$ cat src/rtl/dsc_pkg.sv
package dsc_pkg;

    typedef enum logic [2:0] {
        OP_HOLD,
        OP_INC,
        OP_DEC,
        OP_LOAD,
        OP_CLEAR
    } op_e;

    // Priority: clear, then load, then a single strobe edge; coincident edges cancel
    function automatic op_e pick_op(input logic clr, input logic load_n,
                                    input logic up_edge, input logic dn_edge);
        if (clr)                        return OP_CLEAR;
        else if (!load_n)               return OP_LOAD;
        else if (up_edge && !dn_edge)   return OP_INC;
        else if (dn_edge && !up_edge)   return OP_DEC;
        else                            return OP_HOLD;
    endfunction

endpackage

$ cat src/rtl/strobe_sync.sv
module strobe_sync #(
    parameter int STAGES = 2
) (
    input  logic clk,
    input  logic rst_n,
    input  logic strobe_in,
    output logic level,
    output logic rise
);
    localparam int CHAIN_W = (STAGES < 2) ? 2 : STAGES;

    typedef struct packed {
        logic [CHAIN_W-1:0] chain;
        logic               prev;
    } sync_t;

    sync_t sync_d, sync_q;

    always_comb begin
        sync_d       = sync_q;
        sync_d.chain = {sync_q.chain[CHAIN_W-2:0], strobe_in};
        sync_d.prev  = sync_q.chain[CHAIN_W-1];
    end

    always_ff @(posedge clk or negedge rst_n) begin
        if (!rst_n) begin
            sync_q.chain <= '1;
            sync_q.prev  <= 1'b1;
        end else begin
            sync_q <= sync_d;
        end
    end

    assign level = sync_q.chain[CHAIN_W-1];
    assign rise  = sync_q.chain[CHAIN_W-1] & ~sync_q.prev;

endmodule

$ cat src/rtl/count_core.sv
module count_core
    import dsc_pkg::*;
#(
    parameter int WIDTH = 4
) (
    input  logic             clk,
    input  logic             rst_n,
    input  op_e              op,
    input  logic [WIDTH-1:0] preset,
    output logic [WIDTH-1:0] count
);
    localparam logic [WIDTH-1:0] ONE = {{(WIDTH-1){1'b0}}, 1'b1};

    typedef struct packed {
        logic [WIDTH-1:0] count;
    } core_t;

    core_t core_d, core_q;

    always_comb begin
        core_d = core_q;
        unique case (op)
            OP_CLEAR: core_d.count = '0;
            OP_LOAD:  core_d.count = preset;
            OP_INC:   core_d.count = core_q.count + ONE;
            OP_DEC:   core_d.count = core_q.count - ONE;
            default:  core_d.count = core_q.count;
        endcase
    end

    always_ff @(posedge clk or negedge rst_n) begin
        if (!rst_n) core_q <= '0;
        else        core_q <= core_d;
    end

    assign count = core_q.count;

endmodule

$ cat src/rtl/term_detect.sv
module term_detect #(
    parameter int WIDTH = 4
) (
    input  logic [WIDTH-1:0] count,
    input  logic             up_level,
    input  logic             dn_level,
    output logic             carry_n,
    output logic             borrow_n
);
    localparam logic [WIDTH-1:0] TOP = {WIDTH{1'b1}};

    // Echo the low phase of the strobe only at the matching end of the range
    always_comb begin
        carry_n  = ~((count == TOP) & ~up_level);
        borrow_n = ~((count == '0)  & ~dn_level);
    end

endmodule

$ cat src/rtl/dual_strobe_counter.sv
module dual_strobe_counter
    import dsc_pkg::*;
#(
    parameter int WIDTH       = 4,
    parameter int SYNC_STAGES = 2
) (
    input  logic             clk,
    input  logic             rst_n,
    input  logic             clr,
    input  logic             load_n,
    input  logic [WIDTH-1:0] preset,
    input  logic             inc_strobe,
    input  logic             dec_strobe,
    output logic [WIDTH-1:0] count,
    output logic             carry_n,
    output logic             borrow_n
);
    localparam int N_STROBES = 2;

    logic [N_STROBES-1:0] strobe_raw;
    logic [N_STROBES-1:0] strobe_lvl;
    logic [N_STROBES-1:0] strobe_rise;
    op_e                  op;

    assign strobe_raw = {dec_strobe, inc_strobe};

    for (genvar gi = 0; gi < N_STROBES; gi++) begin : g_sync
        strobe_sync #(
            .STAGES (SYNC_STAGES)
        ) u_sync (
            .clk       (clk),
            .rst_n     (rst_n),
            .strobe_in (strobe_raw[gi]),
            .level     (strobe_lvl[gi]),
            .rise      (strobe_rise[gi])
        );
    end

    assign op = pick_op(clr, load_n, strobe_rise[0], strobe_rise[1]);

    count_core #(
        .WIDTH (WIDTH)
    ) u_core (
        .clk    (clk),
        .rst_n  (rst_n),
        .op     (op),
        .preset (preset),
        .count  (count)
    );

    term_detect #(
        .WIDTH (WIDTH)
    ) u_term (
        .count    (count),
        .up_level (strobe_lvl[0]),
        .dn_level (strobe_lvl[1]),
        .carry_n  (carry_n),
        .borrow_n (borrow_n)
    );

endmodule

$ cat config.mk
export PLATFORM = sky130hd
export DESIGN_NAME = dual_strobe_counter
export DESIGN_NICKNAME = d
export VERILOG_FILES = /design/src/rtl/dsc_pkg.sv /design/src/rtl/strobe_sync.sv /design/src/rtl/count_core.sv /design/src/rtl/term_detect.sv /design/src/rtl/dual_strobe_counter.sv
export SDC_FILE = /design/constraint.sdc
export NUM_CORES = 1
export LEC_CHECK = 0
export ABC_AREA = 1
export ABC_CLOCK_PERIOD_IN_PS = 2700
export BUFFER_PORTS_ARGS = -buffer_cell sky130_fd_sc_hd__buf_2
export CAP_MARGIN = 0
export CORE_AREA = 2 2 39 41
export CTS_BUF_LIST = sky130_fd_sc_hd__clkbuf_8 sky130_fd_sc_hd__clkbuf_16
export DETAILED_ROUTE_END_ITERATION = 8
export DIE_AREA = 0 0 41 43
export MAX_ROUTING_LAYER = met4
export SLEW_MARGIN = 20
export SYNTH_ARGS = -nofsm -noshare
export SYNTH_HDL_FRONTEND = slang
export SYNTH_SLANG_ARGS = --single-unit
$ cat constraint.sdc
create_clock -name clk -period 2.7 [get_ports clk]
set_clock_uncertainty 0.2 [all_clocks]
set_input_delay 0.54 -clock clk [delete_from_list [all_inputs] [get_ports clk]]
set_output_delay 0.54 -clock clk [all_outputs]
set_load 0.05 [all_outputs]
### Word level (Yosys, flattened, before mapping)

Cells that the tools add are included.

* register bits: 10
* output and inout port bits: 6
* logic and storage cells: 33

* $add $sub $neg: 2
* equality and inequality tests: 5
* muxes and demuxes: 5
* bitwise logic cells: 10
* reductions and logical operators: 6

Operators by type and width (count)
* $pmux 4 s4: 1
* $eq 3x2->1 const B: 2
* $mux 2: 3
* $not 1->1: 6
* $add 4x1->4 const B: 1
* $and 1x1->1: 4
* $eq 4x4->1 const B: 1
* $logic_not 4->1: 1
* $reduce_bool 4->1: 1
* $sub 4x1->4 const B: 1
* $eq 3x1->1 const B: 1
* $eq 3x3->1 const B: 1
* $mux 3: 1
* $logic_and 1x1->1: 2
* $logic_not 1->1: 2

### Logic depth before layout (Yosys ltp)

* word-level depth: 10
* depth in mapped cells: 13

### By module

Synthesis repeated with hierarchy kept, for this count alone.

* cells, all modules: 77
* area total of the unflattened synthesis: 596.8 um^2

Modules (own cells, without submodules)
* count_core: times used 1, cells an instance 52, area each 359.1 um^2, seq. area each 100.1 um^2
* strobe_sync: times used 2, cells an instance 5, area each 88.8 um^2, seq. area each 78.8 um^2
* term_detect: times used 1, cells an instance 9, area each 35.0 um^2, seq. area each 0.0 um^2
* dual_strobe_counter: times used 1, cells an instance 6, area each 25.0 um^2, seq. area each 0.0 um^2

### Least setup slack after synthesis

OpenSTA, ideal clock, no wires.

* path type: register -> output
* start: register u_core.core_q (netlist bit u_core.count[1])
* end: output port carry_n
* arrival: 1369 ps
* data required time: 1960 ps
* path slack: 591 ps
* cell stages (with the launch flop): 4
* buffers on the path: 0
* path through: dfrtp_1 inv_1 nor3_1 nand3_1

* word-level cells in the longest chain between the ends: 3

RTL lines
* from (decl): line count_core.sv:18 `core_t core_d, core_q;`
* from (signal assigned): line count_core.sv:33 `else core_q <= core_d;`
* $eq 4x4->1: line term_detect.sv:14 `carry_n = ~((count == TOP) & ~up_level);`
* $and 1x1->1: line term_detect.sv:14
* $not 1->1: line term_detect.sv:14
* to (decl): line dual_strobe_counter.sv:15 `output logic carry_n,`

No other way between the ends.

### Final worst setup path

* start: register g_sync[0].u_sync.sync_q[0] (netlist bit)
* end: register u_core.core_q (netlist bit u_core.count[3])

* word-level cells in the longest chain between the ends: 10

RTL lines
* from (decl): line strobe_sync.sv:17 `sync_t sync_d, sync_q;`
* from (signal assigned): line strobe_sync.sv:30 `sync_q <= sync_d;`
* $not 1->1 *: line strobe_sync.sv:35 `assign rise = sync_q.chain[CHAIN_W-1] & ~sync_q.prev;`
* $and 1x1->1 *: line strobe_sync.sv:35
* $logic_not 1->1: line dsc_pkg.sv:17 `else if (dn_edge && !up_edge) return OP_DEC;`
* $logic_and 1x1->1: line dsc_pkg.sv:17
* $mux 2: line dsc_pkg.sv:17
* $mux 2 *: line dsc_pkg.sv:16 `else if (up_edge && !dn_edge) return OP_INC;`
* $mux 2 *: line dsc_pkg.sv:15 `else if (!load_n) return OP_LOAD;`
* $mux 3 *: line dsc_pkg.sv:14 `if (clr) return OP_CLEAR;`
* $eq 3x2->1, or another cell as far along: line count_core.sv:22 `unique case (op)`
* $pmux 4 s4 or $reduce_bool 4->1 (tied branches)

Every way passes the cells marked *; elsewhere a longest branch is shown, timed or not.
A chain may end at the register's enable or synchronous reset.

==> results.sh <==
export IMPL_cts_root_buffer="clkbuf_8"
export IMPL_initial_core_util_pct=38.5
export IMPL_tns_ns=0
export IMPL_num_antenna_cells=0
export IMPL_cts_reportedPaths_clkPinSlew_ns=0.04
export IMPL_core_um2=1380
export IMPL_first_global_vias=431
export IMPL_synthesis_yosys_warnings=0
export IMPL_timing_rr_start="g_sync[0].u_sync.sync_q[0]$_DFF_PN1_"
export IMPL_hp_start="g_sync[1].u_sync.sync_d[2]$_DFF_PN1_"
export IMPL_yosysTopAreaCell="dfstp_2"
export IMPL_placer_s_final_routability_congestion_estimate=0.800
export IMPL_rsz0062_at_grt="no"
export IMPL_path_class="reg2reg"
export IMPL_initial_antenna_violation_count=0
export IMPL_drc_errors=0
export IMPL_min_period_over_period_pct=75.2
export IMPL_status="complete, no violations"
export IMPL_cts_path_max_buffers=2
export IMPL_tritoncts="built"
export IMPL_combPwrFrac_pct=19.3
export IMPL_rows=14
export IMPL_dp_hpwl_um=814
export IMPL_internal_power_mw=0.286
export IMPL_max_vdd_ir_drop_mv=0.343
export IMPL_finish_net_count=94
export IMPL_critPathSlowestCell="dfstp_2"
export IMPL_detailedRoute_firstIterationViolations=6
export IMPL_grt_overflow_total=0
export IMPL_synth_net_count=73
export IMPL_io_pin_count=16
export IMPL_power_switching_mw=0.113
export IMPL_post_route_util_pct=49.4
export IMPL_sequential_cell_area_um2=258
export IMPL_finalSetupViolations=0
export IMPL_critical_path_cell_chain="inv_1, nand2_1, nand4_2, inv_2, ha_1, nand3_1, nand3_1, nand2_1, nand2_1, nand2_1, nand2_1, nor2_1, nor2_1"
export IMPL_post_synth_most_frequent_cells="nand2_1 (17), inv_1 (7), dfstp_2 (6)"
export IMPL_async_reset_ff_share_pct=100
export IMPL_cts_sinks=10
export IMPL_syn2layout_area_growth_pct=28.2
export IMPL_max_cap_violations=0
export IMPL_synthTopCellsByArea="dfstp_2 (30%), dfrtp_1 (19%), nand2_1 (12%), inv_1 (4.9%), ha_1 (4.7%)"
export IMPL_netlist_area_um2=533
export IMPL_ys_seq_area_share_pct=48.4
export IMPL_muxShareOfSynthArea_pct=0
export IMPL_report_final_slew_viol_count=0
export IMPL_pwr_share_seq_pct=43.7
export IMPL_critical_path_reg2reg_endpoint="u_core.count[3]$_DFFE_PN0P_"
export IMPL_grt_start_max_net_pins=11
export IMPL_worst_hold_path_num_cells=0
export IMPL_synth_largest_type_area_fraction_pct=29.6
export IMPL_switching_share_pct=28.4
export IMPL_power_per_cell_area_nw_per_um2=585
export IMPL_grt_util_all_layers_pct=16.4
export IMPL_routed_wl_um=1000
export IMPL_timing_worst_slew_pin_value_ns=0.334
export IMPL_final_hold_violation_count=0
export IMPL_synth_edf_count=0
export IMPL_clkLatencyLatePin_ns=0.23
export IMPL_timing_hold_worst_endpoint="g_sync[1].u_sync.level$_DFF_PN1_"
export IMPL_antenna_violating_nets_post_route=0
export IMPL_synth_simple_gate_area_share_pct=31.0
export IMPL_cp_required_ns=2.62
export IMPL_startpoint="g_sync[0].u_sync.sync_q[0]$_DFF_PN1_"
export IMPL_worst_setup_path_end_kind="flop"
export IMPL_ys_flop_type="dfstp_2"
export IMPL_dieArea_um2=1760
export IMPL_synthXorXnorAreaFrac_pct=1.64
export IMPL_h_tree_depth=1
export IMPL_share_of_total_power_in_the_clock_network_pct=37.0
export IMPL_port_buffers=15
export IMPL_worst_r2r_setup_slack_ns=0.67
export IMPL_synth_seq_cells=10
export IMPL_detailroute_via_count=454
export IMPL_max_freq_mhz=492
export IMPL_syn_avg_cell_area_um2=8.88
export IMPL_max_slew_margin_pct=77.6
export IMPL_routedWlPerCell_um=10.4
export IMPL_detailedRoute_firstPassIterationCount=4
export IMPL_r2r_worst_path_cells=13
export IMPL_cpPeakStageDelay_ns=0.50
export IMPL_synth_most_common_cell="nand2_1"
export IMPL_fillerInstances=144
export IMPL_cts_made_buffers=3
export IMPL_combinational_family_with_the_most_area_after_synthesis="simple AND/OR/NAND/NOR gates"
export IMPL_die_height_um=43
export IMPL_cells_after_synth=60
export IMPL_dieWidth_um=41
export IMPL_power_static_leakage_nw=0.356
export IMPL_layout_drive_gt1_share_pct=36.3
export IMPL_grt_first_pass_wirelength_um=1790
export IMPL_synthesized_area_fraction_occupied_by_ao_oa_aoi_and_oai_cells_pct=4.23
export IMPL_crit_fanout=4
export IMPL_finalCriticalPeriod_ns=2.03
export IMPL_cpMostUsedCell="nand2_1"
export IMPL_synth_adder_area_share_pct=8.45
export IMPL_multiInputGateArea_um2=241
export IMPL_critical_path_startpoint_type="flop"
export IMPL_routed_via_density=4.73
export IMPL_synth_distinct_cells=17
export IMPL_worst_endpoint_arrival_ns=1.95
export IMPL_holdCritPathClass="reg2reg"
-- power by group through the flow --
stage / logic (mW) / registers (mW) / clock network (mW)
detailed placement: 0.0769 / 0.177 / 0
floorplan: 0.0344 / 0.194 / 0
global placement: 0.0771 / 0.177 / 0
CTS: 0.0782 / 0.175 / 0.154
finish: 0.0774 / 0.175 / 0.148
global route: 0.0853 / 0.177 / 0.163
-- flip-flops by register name (all words and copies together) (netlist names) --
register	count
g_sync.u_sync.sync_q	2
g_sync.u_sync.sync_d	2
g_sync.u_sync.level	2
u_core.count	4
-- per-layer routing --
layer	wire, um	global-route usage, %
met5	0	-
met3	73	4.71
met1	434	21.2
met2	471	20.9
met4	20	12.0
-- worst max-delay path, delay by kind of cell (launching register included) --
family / cells / cell delay [ns]
buffers and inverters: 2 / 0.15
adder cells (fa/ha/maj): 1 / 0.26
flip-flops: 1 / 0.50
AND/OR/NAND/NOR: 10 / 0.80
-- logic make-up (layout without fill, tap and decap cells) --
kind of cell,after synthesis,count (layout)
AOI/OAI and AO/OA,3,3
xor gates and xnor gates,1,1
DFF,10,10
adders and majority gates,3,3
and+or+nand+nor,34,34
buffers and inverters,9,29
-- area by class of cell --
cell class | count | share of cell area (%)
repair buffers | 16 | 12.5
well taps | 16 | 2.93
multi-input cells | 41 | 35.3
clock inverters | 1 | 0.549
inverters | 9 | 4.95
clock buffers | 3 | 6.04
flip-flops and latches | 10 | 37.7
-- placed cells by master (no fill, tap or decap) --
master	count
nand2_1	17
buf_2	15
inv_1	8
dfstp_2	6
nand3_1	5
nor2_1	5
dfrtp_1	4
o211ai_1	3
clkbuf_8	3
inv_2	2
nor3_1	2
ha_1	2
nor2_4	1
nand4_2	1
nand3b_1	1
nand3_2	1
nand4_1	1
xor2_1	1
fa_1	1
dlygate4sd3_1	1
-- stage by stage --
stage          hold WS, ns  cell area (um^2)  cells  worst slack [ns]  total power [mW]
2_1_floorplan       0.0444               533     60             0.591             0.229
3_3_place_gp         0.146               628     91             0.534             0.254
3_5_place_dp         0.147               628     91             0.503             0.254
4_1_cts              0.156               683     96             0.663             0.407
5_1_grt              0.160               683     96             0.487             0.425
6_report             0.155               683     96             0.669             0.400
-- how the worst max path moves through the flow --
stage,end,cells after the start
2_1_floorplan,carry_n,3
3_3_place_gp,u_core.count[3]$_DFFE_PN0P_,13
3_5_place_dp,u_core.count[3]$_DFFE_PN0P_,13
4_1_cts,carry_n,4
5_1_grt,u_core.count[3]$_DFFE_PN0P_,13
6_report,u_core.count[3]$_DFFE_PN0P_,13
-- repair_timing --
item	4_1_cts	5_1_grt
endpoints found under the hold margin	4	0
hold buffers	1	0
endpoints found under the setup margin	0	0
setup buffers	0	0
resized for setup	0	0
(Power assumes the default switching activity.)
